--- src/rtl/pfvm_br_pkg.sv ---
package pfvm_br_pkg;

  localparam logic [2:0] CLS_WIDE   = 3'b101;
  localparam logic [2:0] CLS_NARROW = 3'b110;

  typedef enum logic [3:0] {
    CC_JA  = 4'h0, CC_EQ  = 4'h1, CC_UGT = 4'h2, CC_UGE = 4'h3,
    CC_SET = 4'h4, CC_NE  = 4'h5, CC_SGT = 4'h6, CC_SGE = 4'h7,
    CC_CALL = 4'h8, CC_EXIT = 4'h9,
    CC_ULT = 4'hA, CC_ULE = 4'hB, CC_SLT = 4'hC, CC_SLE = 4'hD,
    CC_RSV_E = 4'hE, CC_RSV_F = 4'hF
  } cond_e;

  typedef struct packed {
    logic  is_cond;
    logic  is_ja;
    logic  is_call;
    logic  is_local;
    logic  is_exit;
    logic  bad;
    logic  narrow;
    logic  use_reg;
    cond_e cond;
  } br_dec_t;

  typedef struct packed {
    logic eq;
    logic ult;
    logic slt;
    logic any;
  } cmp_flags_t;

  // Map relation flags onto a condition code.
  function automatic logic cond_hit(cond_e c, cmp_flags_t f);
    case (c)
      CC_EQ:   return f.eq;
      CC_NE:   return !f.eq;
      CC_UGT:  return !f.ult && !f.eq;
      CC_UGE:  return !f.ult;
      CC_ULT:  return f.ult;
      CC_ULE:  return f.ult || f.eq;
      CC_SGT:  return !f.slt && !f.eq;
      CC_SGE:  return !f.slt;
      CC_SLT:  return f.slt;
      CC_SLE:  return f.slt || f.eq;
      CC_SET:  return f.any;
      default: return 1'b0;
    endcase
  endfunction

endpackage

--- src/rtl/pfvm_br_decode.sv ---
module pfvm_br_decode
  import pfvm_br_pkg::*;
(
  input  logic [7:0] opcode,
  input  logic [3:0] src_fld,
  output br_dec_t    dec
);
  logic [2:0] cls;
  logic [3:0] code;
  logic       xsel;
  logic       jmp_cls;
  logic       wide_k;

  assign cls     = opcode[2:0];
  assign code    = opcode[7:4];
  assign xsel    = opcode[3];
  assign jmp_cls = (cls == CLS_WIDE) || (cls == CLS_NARROW);
  assign wide_k  = (cls == CLS_WIDE) && !xsel;

  always_comb begin
    dec          = '0;
    dec.cond     = cond_e'(code);
    dec.narrow   = (cls == CLS_NARROW);
    dec.use_reg  = xsel;
    if (!jmp_cls) begin
      dec.bad = 1'b1;
    end else begin
      case (cond_e'(code))
        CC_JA: begin
          dec.is_ja = !xsel;
          dec.bad   = xsel;
        end
        CC_EQ, CC_NE, CC_UGT, CC_UGE, CC_ULT, CC_ULE,
        CC_SGT, CC_SGE, CC_SLT, CC_SLE, CC_SET: dec.is_cond = 1'b1;
        CC_CALL: begin
          if (wide_k && (src_fld <= 4'd2)) begin
            dec.is_call  = 1'b1;
            dec.is_local = (src_fld == 4'd1);
          end else begin
            dec.bad = 1'b1;
          end
        end
        CC_EXIT: begin
          dec.is_exit = wide_k;
          dec.bad     = !wide_k;
        end
        default: dec.bad = 1'b1;
      endcase
    end
  end
endmodule

--- src/rtl/pfvm_br_compare.sv ---
module pfvm_br_compare
  import pfvm_br_pkg::*;
#(
  parameter int XLEN = 64
) (
  input  logic [XLEN-1:0] a,
  input  logic [XLEN-1:0] b,
  input  logic            narrow,
  output cmp_flags_t      flags
);
  localparam int HALF = XLEN / 2;

  function automatic cmp_flags_t rel_full(logic [XLEN-1:0] x, logic [XLEN-1:0] y);
    cmp_flags_t r;
    r.eq  = (x == y);
    r.ult = (x < y);
    r.slt = ($signed(x) < $signed(y));
    r.any = |(x & y);
    return r;
  endfunction

  function automatic cmp_flags_t rel_half(logic [HALF-1:0] x, logic [HALF-1:0] y);
    cmp_flags_t r;
    r.eq  = (x == y);
    r.ult = (x < y);
    r.slt = ($signed(x) < $signed(y));
    r.any = |(x & y);
    return r;
  endfunction

  cmp_flags_t f_full;
  cmp_flags_t f_half;

  assign f_full = rel_full(a, b);
  assign f_half = rel_half(a[HALF-1:0], b[HALF-1:0]);
  assign flags  = narrow ? f_half : f_full;
endmodule

--- src/rtl/pfvm_br_target.sv ---
module pfvm_br_target #(
  parameter int PC_W = 32
) (
  input  logic [PC_W-1:0] pc,
  input  logic [31:0]     disp,
  output logic [PC_W-1:0] pc_inc,
  output logic [PC_W-1:0] pc_dst
);
  logic [PC_W-1:0] disp_x;

  generate
    if (PC_W > 32) begin : g_ext
      assign disp_x = {{(PC_W-32){disp[31]}}, disp};
    end else if (PC_W == 32) begin : g_same
      assign disp_x = disp;
    end else begin : g_trunc
      assign disp_x = disp[PC_W-1:0];
    end
  endgenerate

  function automatic logic [PC_W-1:0] add_wrap(logic [PC_W-1:0] x, logic [PC_W-1:0] y);
    return x + y;
  endfunction

  assign pc_inc = add_wrap(pc, PC_W'(1));
  assign pc_dst = add_wrap(pc_inc, disp_x);
endmodule

--- src/rtl/pfvm_branch_unit.sv ---
module pfvm_branch_unit
  import pfvm_br_pkg::*;
#(
  parameter int XLEN = 64,
  parameter int PC_W = 32
) (
  input  logic            clk,
  input  logic            rst_n,
  input  logic            issue_i,
  input  logic [7:0]      opcode_i,
  input  logic [3:0]      src_fld_i,
  input  logic [15:0]     offset_i,
  input  logic [31:0]     imm_i,
  input  logic [PC_W-1:0] pc_i,
  input  logic [XLEN-1:0] dst_val_i,
  input  logic [XLEN-1:0] src_val_i,
  output logic            done_o,
  output logic [PC_W-1:0] next_pc_o,
  output logic            taken_o,
  output logic            call_o,
  output logic            call_local_o,
  output logic            exit_o,
  output logic            illegal_o
);
  br_dec_t         dec;
  cmp_flags_t      rel;
  logic [XLEN-1:0] opnd_b;
  logic [31:0]     disp;
  logic [PC_W-1:0] pc_inc;
  logic [PC_W-1:0] pc_dst;
  logic            cond_true;
  logic            taken_w;
  logic            redirect_w;
  logic [PC_W-1:0] npc_w;

  pfvm_br_decode u_dec (
    .opcode  (opcode_i),
    .src_fld (src_fld_i),
    .dec     (dec)
  );

  assign opnd_b = dec.use_reg ? src_val_i
                              : {{(XLEN-32){imm_i[31]}}, imm_i};

  pfvm_br_compare #(.XLEN(XLEN)) u_cmp (
    .a      (dst_val_i),
    .b      (opnd_b),
    .narrow (dec.narrow),
    .flags  (rel)
  );

  // Displacement source: immediate for narrow-class jump and local call.
  assign disp = ((dec.is_ja && dec.narrow) || dec.is_local)
              ? imm_i : {{16{offset_i[15]}}, offset_i};

  pfvm_br_target #(.PC_W(PC_W)) u_tgt (
    .pc     (pc_i),
    .disp   (disp),
    .pc_inc (pc_inc),
    .pc_dst (pc_dst)
  );

  assign cond_true  = cond_hit(dec.cond, rel);
  assign taken_w    = dec.is_ja || (dec.is_cond && cond_true);
  assign redirect_w = taken_w || dec.is_local;
  assign npc_w      = redirect_w ? pc_dst : pc_inc;

  always_ff @(posedge clk or negedge rst_n) begin
    if (!rst_n) begin
      done_o       <= 1'b0;
      next_pc_o    <= '0;
      taken_o      <= 1'b0;
      call_o       <= 1'b0;
      call_local_o <= 1'b0;
      exit_o       <= 1'b0;
      illegal_o    <= 1'b0;
    end else begin
      done_o       <= issue_i;
      taken_o      <= issue_i && taken_w;
      call_o       <= issue_i && dec.is_call;
      call_local_o <= issue_i && dec.is_local;
      exit_o       <= issue_i && dec.is_exit;
      illegal_o    <= issue_i && dec.bad;
      if (issue_i) next_pc_o <= npc_w;
    end
  end
endmodule

--- config.mk ---
export PLATFORM = sky130hd
export DESIGN_NAME = pfvm_branch_unit
export DESIGN_NICKNAME = d
export VERILOG_FILES = /design/src/rtl/pfvm_br_pkg.sv /design/src/rtl/pfvm_br_decode.sv /design/src/rtl/pfvm_br_compare.sv /design/src/rtl/pfvm_br_target.sv /design/src/rtl/pfvm_branch_unit.sv
export SDC_FILE = /design/constraint.sdc
export NUM_CORES = 1
export LEC_CHECK = 0
export ABC_AREA = 1
export BUFFER_PORTS_ARGS = -buffer_cell sky130_fd_sc_hd__buf_2
export CAP_MARGIN = 30
export CORE_MARGIN = 1
export CORE_UTILIZATION = 30
export CTS_BUF_LIST = sky130_fd_sc_hd__clkbuf_8
export DETAILED_ROUTE_END_ITERATION = 6
export PLACE_DENSITY = 0.56
export SYNTH_ARGS = -nofsm -noshare
export SYNTH_HDL_FRONTEND = slang
export SYNTH_SLANG_ARGS = --single-unit
--- constraint.sdc ---
create_clock -name clk -period 1.6 [get_ports clk]
set_input_delay 0.32 -clock clk [delete_from_list [all_inputs] [get_ports clk]]
set_output_delay 0.32 -clock clk [all_outputs]
set_load 0.05 [all_outputs]
==> Word-level counts from Yosys, hierarchy flattened <==
Cells that the tools add are included.
{ "op_classes": {"addsub": 2, "multipliers": 0, "div": 0, "n_lt_le_gt_ge": 5, "n_eq_ne": 18, "n_shift": 0, "muxes": 14, "n_bitwise": 2, "reduce_logical": 26} }
{ "ops": {"columns": ["op", "n"], "rows": [
  ["$lt 64x64->1", 2],
  ["$and 64x64->64", 1],
  ["$eq 64x64->1", 1],
  ["$lt 32x32->1", 2],
  ["$mux 32", 2],
  ["$mux 64", 1],
  ["$reduce_or 64->1", 1],
  ["$add 32x1->32 const B", 1],
  ["$add 32x32->32", 1],
  ["$and 32x32->32", 1],
  ["$eq 32x32->1", 1],
  ["$reduce_or 32->1", 1],
  ["$eq 4x4->1 const B", 6],
  ["$eq 4x3->1 const B", 4],
  ["$logic_and 1x1->1", 11],
  ["$pmux 1 s11", 1],
  ["$reduce_or 11->1", 1],
  ["$eq 4x1->1 const B", 2],
  ["$eq 4x2->1 const B", 2],
  ["$eq 3x3->1 const B", 2],
  ["$logic_or 1x1->1", 6],
  ["$logic_not 1->1", 5],
  ["$mux 1", 5],
  ["$mux 5", 1],
  ["5 further kinds", 6]
]} }
{ "word_totals": {"regBits": 38, "latchBits": 0, "mem_bits_rw": 0, "rom_bits": 0, "inputBits": 223, "out_inout_bits": 38, "wordCells": 74, "mem_count": 0} }

==> Longest topological paths before layout <==
Gate-level depths: netlist of the first run.
{ "depth": {"ltp_word": 11, "depth_mapped": 32, "ltp_nobuf": 31} }

==> By module <==
From an unflattened synthesis of the first run, not the netlist that was laid out.
{ "hier_totals": {"cells_unflattened": 1542, "area_unflattened_um2": 8977.4} }
{ "modules_own_cells": {"columns": ["module", "instances", "cells_per_inst", "area_per_inst_um2", "seq_area_each_um2"], "rows": [
  ["pfvm_branch_unit", 1, 553, 3133.0, 950.9],
  ["pfvm_br_target", 1, 565, 2906.5, 0.0],
  ["pfvm_br_compare", 1, 375, 2703.8, 0.0],
  ["pfvm_br_decode", 1, 49, 234.0, 0.0]
]} }

==> Least setup slack after synthesis of the first run <==
No wires, ideal clock.
{ "synth_path": {"path_type": "in2reg", "startpoint": "in opcode_i[5]", "endpoint": "reg next_pc_o[25]", "setup_time_ps": 118, "t_arrival_ps": 3417, "t_required_ps": 1482, "slack_ps": -1935, "path_stages": 23, "n_path_buf": 2, "cell_sequence": "clkbuf_1 -> nor2_1 -> nand4_4 -> o21ai_2 -> clkbuf_1 -> nand2_1 -> nand2_1 -> ha_1 -> a21oi_1 -> nand2_1 -> nand2_1 -> nand2_1 -> a21oi_1 -> o21ai_0 -> nand2_1 -> o211ai_1 -> a21oi_1 -> o21ai_0 -> xor2_1 -> nand2_1 -> nand2_1 -> nand2_1 -> nand2_1"} }
{ "synth_between": {"elab_chain_cells": 8} }
{ "synth_rtl": {"columns": ["element", "line", "rtl"], "rows": [
  ["start, declared", "pfvm_branch_unit.sv:10", "input logic [7:0] opcode_i,"],
  ["$logic_not 4->1, or another cell as far along", "pfvm_br_decode.sv:28", "case (cond_e'(code))"],
  ["$mux 1 / $reduce_or 11->1 (equally long branches)", "pfvm_br_decode.sv:28", null],
  ["$mux 5 / $mux 1 (equally long branches)", "pfvm_br_decode.sv:25, pfvm_br_decode.sv:28", null],
  ["$logic_and 1x1->1 / $mux 5 (equally long branches)", "pfvm_branch_unit.sv:53, pfvm_br_decode.sv:25", null],
  ["$logic_or 1x1->1 / $logic_and 1x1->1 (equally long branches)", "pfvm_branch_unit.sv:53, pfvm_branch_unit.sv:64", null],
  ["$mux 32 / $logic_or 1x1->1 (equally long branches)", "pfvm_branch_unit.sv:54, pfvm_branch_unit.sv:64", null],
  ["$add 32x32->32 / $logic_or 1x1->1 (equally long branches)", "pfvm_br_target.sv:22, pfvm_branch_unit.sv:65", null],
  ["$mux 32 (*)", "pfvm_branch_unit.sv:66", "assign npc_w = redirect_w ? pc_dst : pc_inc;"],
  ["end signal, assigned", "pfvm_branch_unit.sv:84", "if (issue_i) next_pc_o <= npc_w;"],
  ["end, declared", "pfvm_branch_unit.sv:18", "output logic [PC_W-1:0] next_pc_o,"]
]} }
Every way passes the cells marked *; elsewhere a longest branch is shown, timed or not.
A chain may end at the register's enable or synchronous reset.

==> Final worst setup path of the first run <==
{ "layout_path": {"startpoint": "in opcode_i[1]", "endpoint": "reg next_pc_o[3]"} }
{ "layout_between": {"elab_chain_cells": 10} }
{ "layout_rtl": {"columns": ["element", "line", "rtl"], "rows": [
  ["$eq 3x3->1", "pfvm_br_decode.sv:17, pfvm_br_decode.sv:18", null],
  ["$logic_and 1x1->1", "pfvm_br_decode.sv:18", "assign wide_k = (cls == CLS_WIDE) && !xsel;"],
  ["$logic_and 1x1->1", "pfvm_br_decode.sv:36", "if (wide_k && (src_fld <= 4'd2)) begin"],
  ["$mux 2", "pfvm_br_decode.sv:36", null],
  ["$mux 2", "pfvm_br_decode.sv:28", null],
  ["$mux 5", "pfvm_br_decode.sv:25", "if (!jmp_cls) begin"],
  ["$logic_or 1x1->1", "pfvm_branch_unit.sv:53", "assign disp = ((dec.is_ja && dec.narrow) || dec.is_local)"],
  ["$mux 32", "pfvm_branch_unit.sv:54", "? imm_i : {{16{offset_i[15]}}, offset_i};"],
  ["$add 32x32->32", "pfvm_br_target.sv:22", "return x + y;"],
  ["$mux 32 (*)", "pfvm_branch_unit.sv:66", null]
]} }
Marked as above.

==> qor.yml, run 1 <==
floorplanning:
  die_y_um: 168
  die-area_sq_um: 28100
  start_util_pct: 30.5
  core_area_sq_um: 27000
  num_rows: 60
  pin_count: 261
  die_width_um: 168
critical_path:
  crit_buf_inv: 15
  r2r_start: "next_pc_o[17]$_DFFE_PN0P_"
  worstSetupEndpointType: "register"
  worstPathArrival_ns: 3.55
  worstPathMaxFanout: 8
  slowest_delay_ns: 0.21
  path_class: "in2reg"
  path_common_cell: "buf_4"
  r2r_cells: 2
  worstPathRequired_ns: 1.81
  crit_path_start_kind: "primary input"
  r2r_setup_slack_ns: 0.92
  crit_family: "buffers and inverters"
  r2r_end: "next_pc_o[17]$_DFFE_PN0P_"
  critical_path.slowest_cell: "ha_4"
sta:
  fin_skew_ns: 0
  postLayoutSetupSlackWorst_ns: -1.74
  worst_pin_slew_ns: 0.529
  maxSlewHeadroom_pct: 64.7
  min_period_over_period_pct: 209
  hold_viol: 0
  slew_violations: 0
  fmax_mhz: 299
  rsz0062_at_grt: "yes"
  setup_viol: 33
  fin_crit_ns: 3.34
synth:
  ys.flop_type: "dfrtp_1"
  synth_cell_type_count: 46
  syn_avg_cell_area_sq_um: 6.23
  ys_ff_latch: 38
  synth_fp_nets: 1706
  ys_top_cells_by_area: "ha_1 (24%), nand2_1 (17%), dfrtp_1 (12%)"
  yosysTopAreaCellShare_pct: 24.3
  yosysTopAreaCell: "ha_1"
  ys_async_sr_fraction_pct: 100
  yosysSeqAreaShare_pct: 11.6
  mappedNetlistArea_sq_um: 8230
  yosys_warnings: 0
  synth_cells: 1322
  synth-edff-count: 0
grt:
  first_global_vias: 10700
  grt_usage_pct: 23.7
  antenna_found_initial: 11
  gr-total-overflow: 0
  grt_pass1_wl_mm: 53.1
  grt_max_degree: 39
layout:
  multiInputGateArea_sq_um: 7930
  final_nets: 2299
  postLayoutCoreUtil_pct: 54.1
  register_area_sq_um: 951
  layout_common_cells: "buf_4 (332), nand2_1 (303), buf_2 (254)"
  drive_above_1_share_pct: 48.5
  mostFrequentLayoutCell: "buf_4"
  fillCellCount: 2636
  syn_to_final_growth_pct: 77.2
placed_design:
  portBuffers: 260
  dp_slack_ns: -2.22
  gp_congestion: 0.949
  hpwl_mm: 27.4
cts:
  cts_made_buffers: 5
  cts-root-buf: "clkbuf_8"
  cts_hold_buf: 0
  cts_tree: "done"
  clockBufferDepth: 2
  clkSlewWorstSetupHoldPaths_ns: 0.09
  cts_sinks: 38
  clock_latency_ns: 0.30
  ctsHtreeMaxLevel: 2
detailed_routing:
  met2_length_mm: 16.5
  m1WireLength_mm: 15.6
  wl_per_cell_um: 15.2
  dr.pass1.iters: 5
  route.met3.wl_mm: 1.59
  routed_wl_mm: 34.5
  routed.top_layer: "met5"
  ant_nets: 0
  drt_iter0_markers: 429
  routed_via_density: 4.78
  route.detailed.drc: 0
  vias: 10800
worst_hold_path:
  worstHoldPathType: "in2async"
power:
  vdd_ir_drop_max_mv: 0.274
  powerDensity_nw_per_um2: 443
  p_leak_nw: 7.92
status:
  outcome: "finished, violations left"
  violations: "setup timing"
job:
  cap_violations: 0
Yosys cell counts (all sizes together) (2+ instances only):
| cell type | n |
|---|---|
| nand2 | 378 |
| inv | 167 |
| ha | 160 |
| nor2 | 112 |
| a21oi | 104 |
| o21ai | 65 |
| nand3 | 61 |
| nand4 | 51 |
| xor2 | 39 |
| dfrtp | 38 |
| or2 | 33 |
| clkbuf | 32 |
| nor3 | 18 |
| xnor2 | 16 |
| nor4 | 11 |
| buf | 8 |
| a31oi | 6 |
| a21o | 4 |
| o211ai | 4 |
| o21a | 3 |
| o21bai | 2 |
layout make-up:
type	instances	area share [%]
Clock inverter	3	0.257
Multi-Input combinational cell	1076	54.4
Tap cell	341	2.93
Sequential cell	38	6.52
Timing Repair inverter	1	0.0257
Clock buffer	5	0.472
Inverter	168	4.47
Antenna cell	10	0.172
Timing Repair Buffer	625	30.8
layer usage:
metal | track usage, % | up-vias
met4 | 6.82 | 4
li1 | - | 5520
met5 | 0 | -
met1 | 30.8 | 4986
met2 | 41.0 | 271
met3 | 2.69 | 52
state kept, by name, indices dropped and copies added (netlist names):
name,cells
call_o,1
next_pc_o,32
call_local_o,1
illegal_o,1
exit_o,1
done_o,1
taken_o,1
cells by family after synthesis:
kind of cell | share of synthesized area [%]
buf+inv | 9.91
xor+xnor | 5.85
simple gates | 35.6
compound gates | 12.5
fa+ha+maj | 24.6
flops | 11.6
power breakdown:
part,internal [mW],total [mW],switching (mW)
clock network,0.455,0.830,0.376
registers,1.06,1.14,0.0741
logic,2.04,4.50,2.46
total,3.56,6.47,2.91
what timing repair did:
item | 4_1_cts | 5_1_grt
endpoints found under the setup margin | 33 | 35
cloned | 9 | 5
pin swaps | 70 | 113
buffers inserted | 39 | 20
resized for setup | 131 | 179
stage by stage:
step / instances / cell area [sq um] / hold WS (ns) / power [mW] / TNS (ns)
floorplan: 1322 / 8760 / 0.0244 / 3.25 / -45.41
global placement: 2180 / 12500 / 0.409 / 4.86 / -69.83
detailed placement: 2180 / 12500 / 0.415 / 4.91 / -69.29
CTS: 2236 / 13600 / 0.0878 / 6.07 / -51.78
global route: 2265 / 14600 / 0.105 / 6.93 / -61.78
finish: 2267 / 14600 / 0.0666 / 6.47 / -54.55
how the worst max path moves through the flow:
stage          cells after the start         from  slack [ns]                        end
2_1_floorplan                     26  opcode_i[1]       -1.63  next_pc_o[30]$_DFFE_PN0P_
3_3_place_gp                      28  opcode_i[3]       -2.19   next_pc_o[5]$_DFFE_PN0P_
4_1_cts                           31  opcode_i[1]       -1.64   next_pc_o[3]$_DFFE_PN0P_
3_5_place_dp                      25      pc_i[0]       -2.22  next_pc_o[27]$_DFFE_PN0P_
5_1_grt                           29  opcode_i[1]       -1.92  next_pc_o[26]$_DFFE_PN0P_
6_report                          31  opcode_i[1]       -1.74   next_pc_o[3]$_DFFE_PN0P_
Note: power is estimated with default switching activity, not from simulation.
==> run 2, diff against run 1 <==
Settings changed: PLACE_DENSITY 0.56 to 0.5.
==> run 2 against run 1 <==
Net effect:
- the run still ends with setup timing left
- flip-flop and latch count stayed put
- wire length is 2.2% higher
- die area stayed put
- final area is 0.32% higher
- fmax is 0.83% lower
- cell count is 0.40% lower
- global-route usage is 0.62 points higher
- non-clock buffer count is 1 higher
- clock skew stayed put
- count of clock-buffer cells in the layout stayed put
- via count is 1.4% lower
- critical endpoint is now next_pc_o[26]$_DFFE_PN0P_
- largest cell class unchanged
==> qor.yml, run 2 (synthesis results as in run 1) <==
cts:
  clock_latency_ns: 0.29
  cts_hold_buf: 0
  clockBufferDepth: 2
  clkSlewWorstSetupHoldPaths_ns: 0.08
  cts_tree: "done"
  ctsHtreeMaxLevel: 2
  cts_made_buffers: 5
  cts-root-buf: "clkbuf_8"
  cts_sinks: 38
power:
  internal-power_mw: 3.45
  p_clk_share_pct: 10.2
  p_switching_mw: 2.92
  powerDensity_nw_per_um2: 436
  swShare_pct: 45.8
  p_comb_share_pct: 72.2
  p_leak_nw: 7.88
  seqPwrFrac_pct: 17.5
  vdd_ir_drop_max_mv: 0.302
sta:
  slew_violations: 0
  fin_skew_ns: 0
  rsz0062_at_grt: "yes"
  hold_viol: 0
  fmax_mhz: 297
  min_period_over_period_pct: 211
  setup_viol: 33
  worst_pin_slew_ns: 0.477
  maxSlewHeadroom_pct: 68.2
  hold_slack_ns: 0.0657
  fin_crit_ns: 3.37
  postLayoutSetupSlackWorst_ns: -1.77
detailed_routing:
  route.detailed.drc: 0
  vias: 10700
  wl_per_cell_um: 15.6
  dr.pass1.iters: 4
  routed_via_density: 4.73
  drt_iter0_markers: 517
  ant_nets: 0
  routed_wl_mm: 35.3
floorplanning:
  die-area_sq_um: 28100
  die_y_um: 168
  num_rows: 60
  start_util_pct: 30.5
  die_width_um: 168
  core_area_sq_um: 27000
  pin_count: 261
placed_design:
  dp_slack_ns: -2.29
  place_inst: 2191
  dpl-instance-area_sq_um: 12600
  gp_congestion: 0.932
  portBuffers: 260
  hpwl_mm: 28.5
critical_path:
  crit_path_start_kind: "primary input"
  worstPathRequired_ns: 1.78
  worstSetupEndpointType: "register"
  worstPathArrival_ns: 3.55
  worstPathMaxFanout: 3
  path_class: "in2reg"
layout:
  drive_above_1_share_pct: 49.1
  fin_area_sq_um: 14600
  largest_reg_flops: 32
  mostFrequentLayoutCell: "buf_4"
  largest-register: "next_pc_o"
  final_nets: 2299
  layout_common_cells: "buf_4 (327), nand2_1 (311), buf_2 (254)"
  syn_to_final_growth_pct: 77.7
  final_cells: 2258
grt:
  antenna_found_initial: 1
  grt_max_degree: 39
  grt_usage_pct: 24.3
  gr-total-overflow: 0
  first_global_vias: 10500
  grt_pass1_wl_mm: 54.2
job:
  cap_violations: 0
worst_hold_path:
  worstHoldPathType: "in2async"
status:
  outcome: "finished, violations left"
  violations: "setup timing"
==> run 2: cell types whose count changed in the layout (fill, tap and decap cells not counted), sizes merged <==
cell    change
diode       -9
clkbuf      -1
clkinv      +2
inv         -2
bufinv      -1
buf         +2
==> run 2: power groups by stage <==
stage	Sequential [mW]	Combinational (mW)	Clock (mW)
global placement	1.14	3.85	0
finish	1.12	4.60	0.653
floorplan	1.49	1.76	0
CTS	1.12	4.20	0.675
detailed placement	1.14	3.87	0
global route	1.13	5.02	0.702
==> run 2: stage by stage <==
step	setup TNS (ns)	total power [mW]	util [%]
after floorplan	-45.41	3.25	-
after global placement	-70.23	4.98	46.9
after global routing	-62.51	6.85	54.3
after detailed placement	-71.22	5.00	46.9
after CTS	-57.29	6.00	51.1
final	-55.60	6.37	54.3
==> run 2: metal layers <==
layer	wire length [um]	track usage, %	up-vias
li1	-	-	5503
met1	16700	33.4	4862
met2	16400	41.3	274
met3	1510	2.13	37
met4	632	4.79	0
met5	0	0	-
==> run 2: area by class of cell <==
cell class	count	area [sq um]
Inverter	168	652
Tap cell	341	427
Clock inverter	3	17.5
Fill cell	2674	12300
Antenna cell	1	2.50
Multi-Input combinational cell	1076	7950
Sequential cell	38	951
Clock buffer	5	68.8
Timing Repair Buffer	626	4560
==> run 2: worst paths after layout <==
check                                          start                   endpoint  slack [ns]  depth (start not counted)
setup / recovery                             pc_i[0]  next_pc_o[26]$_DFFE_PN0P_       -1.77                         27
setup reg to reg           next_pc_o[11]$_DFFE_PN0P_  next_pc_o[11]$_DFFE_PN0P_        0.95                          2
hold reg to reg            next_pc_o[27]$_DFFE_PN0P_  next_pc_o[27]$_DFFE_PN0P_        0.47                          2
min in group clk                             issue_i           done_o$_DFF_PN0_        0.25                          1
max in group asynchronous                      rst_n  next_pc_o[26]$_DFFE_PN0P_        1.20                          2
hold / removal                                 rst_n  next_pc_o[18]$_DFFE_PN0P_        0.07                          2
==> run 2: what timing repair did <==
action	4_1_cts	5_1_grt
pin swaps	48	94
gates resized for setup	143	168
cloned	7	5
endpoints found under the setup margin	33	35
buffers inserted	43	23
==> run 2: worst max-delay path: stages <==
cell	delay, ns
buf_12	0.09
nand3_4	0.07
nor2_2	0.11
nand2_1	0.08
buf_6	0.13
nor2_4	0.11
inv_2	0.06
nor3_4	0.17
nand2_1	0.08
nor2_2	0.12
nand2_1	0.06
inv_1	0.06
nand4_1	0.15
xor2_2	0.27
inv_2	0.07
ha_4	0.31
nand2_8	0.06
nor4_4	0.27
nand3_1	0.13
nand3_2	0.11
nand2_1	0.06
o211ai_1	0.16
buf_4	0.19
xnor2_2	0.10
nand2_1	0.08
nand3_2	0.06
nand2_2	0.05
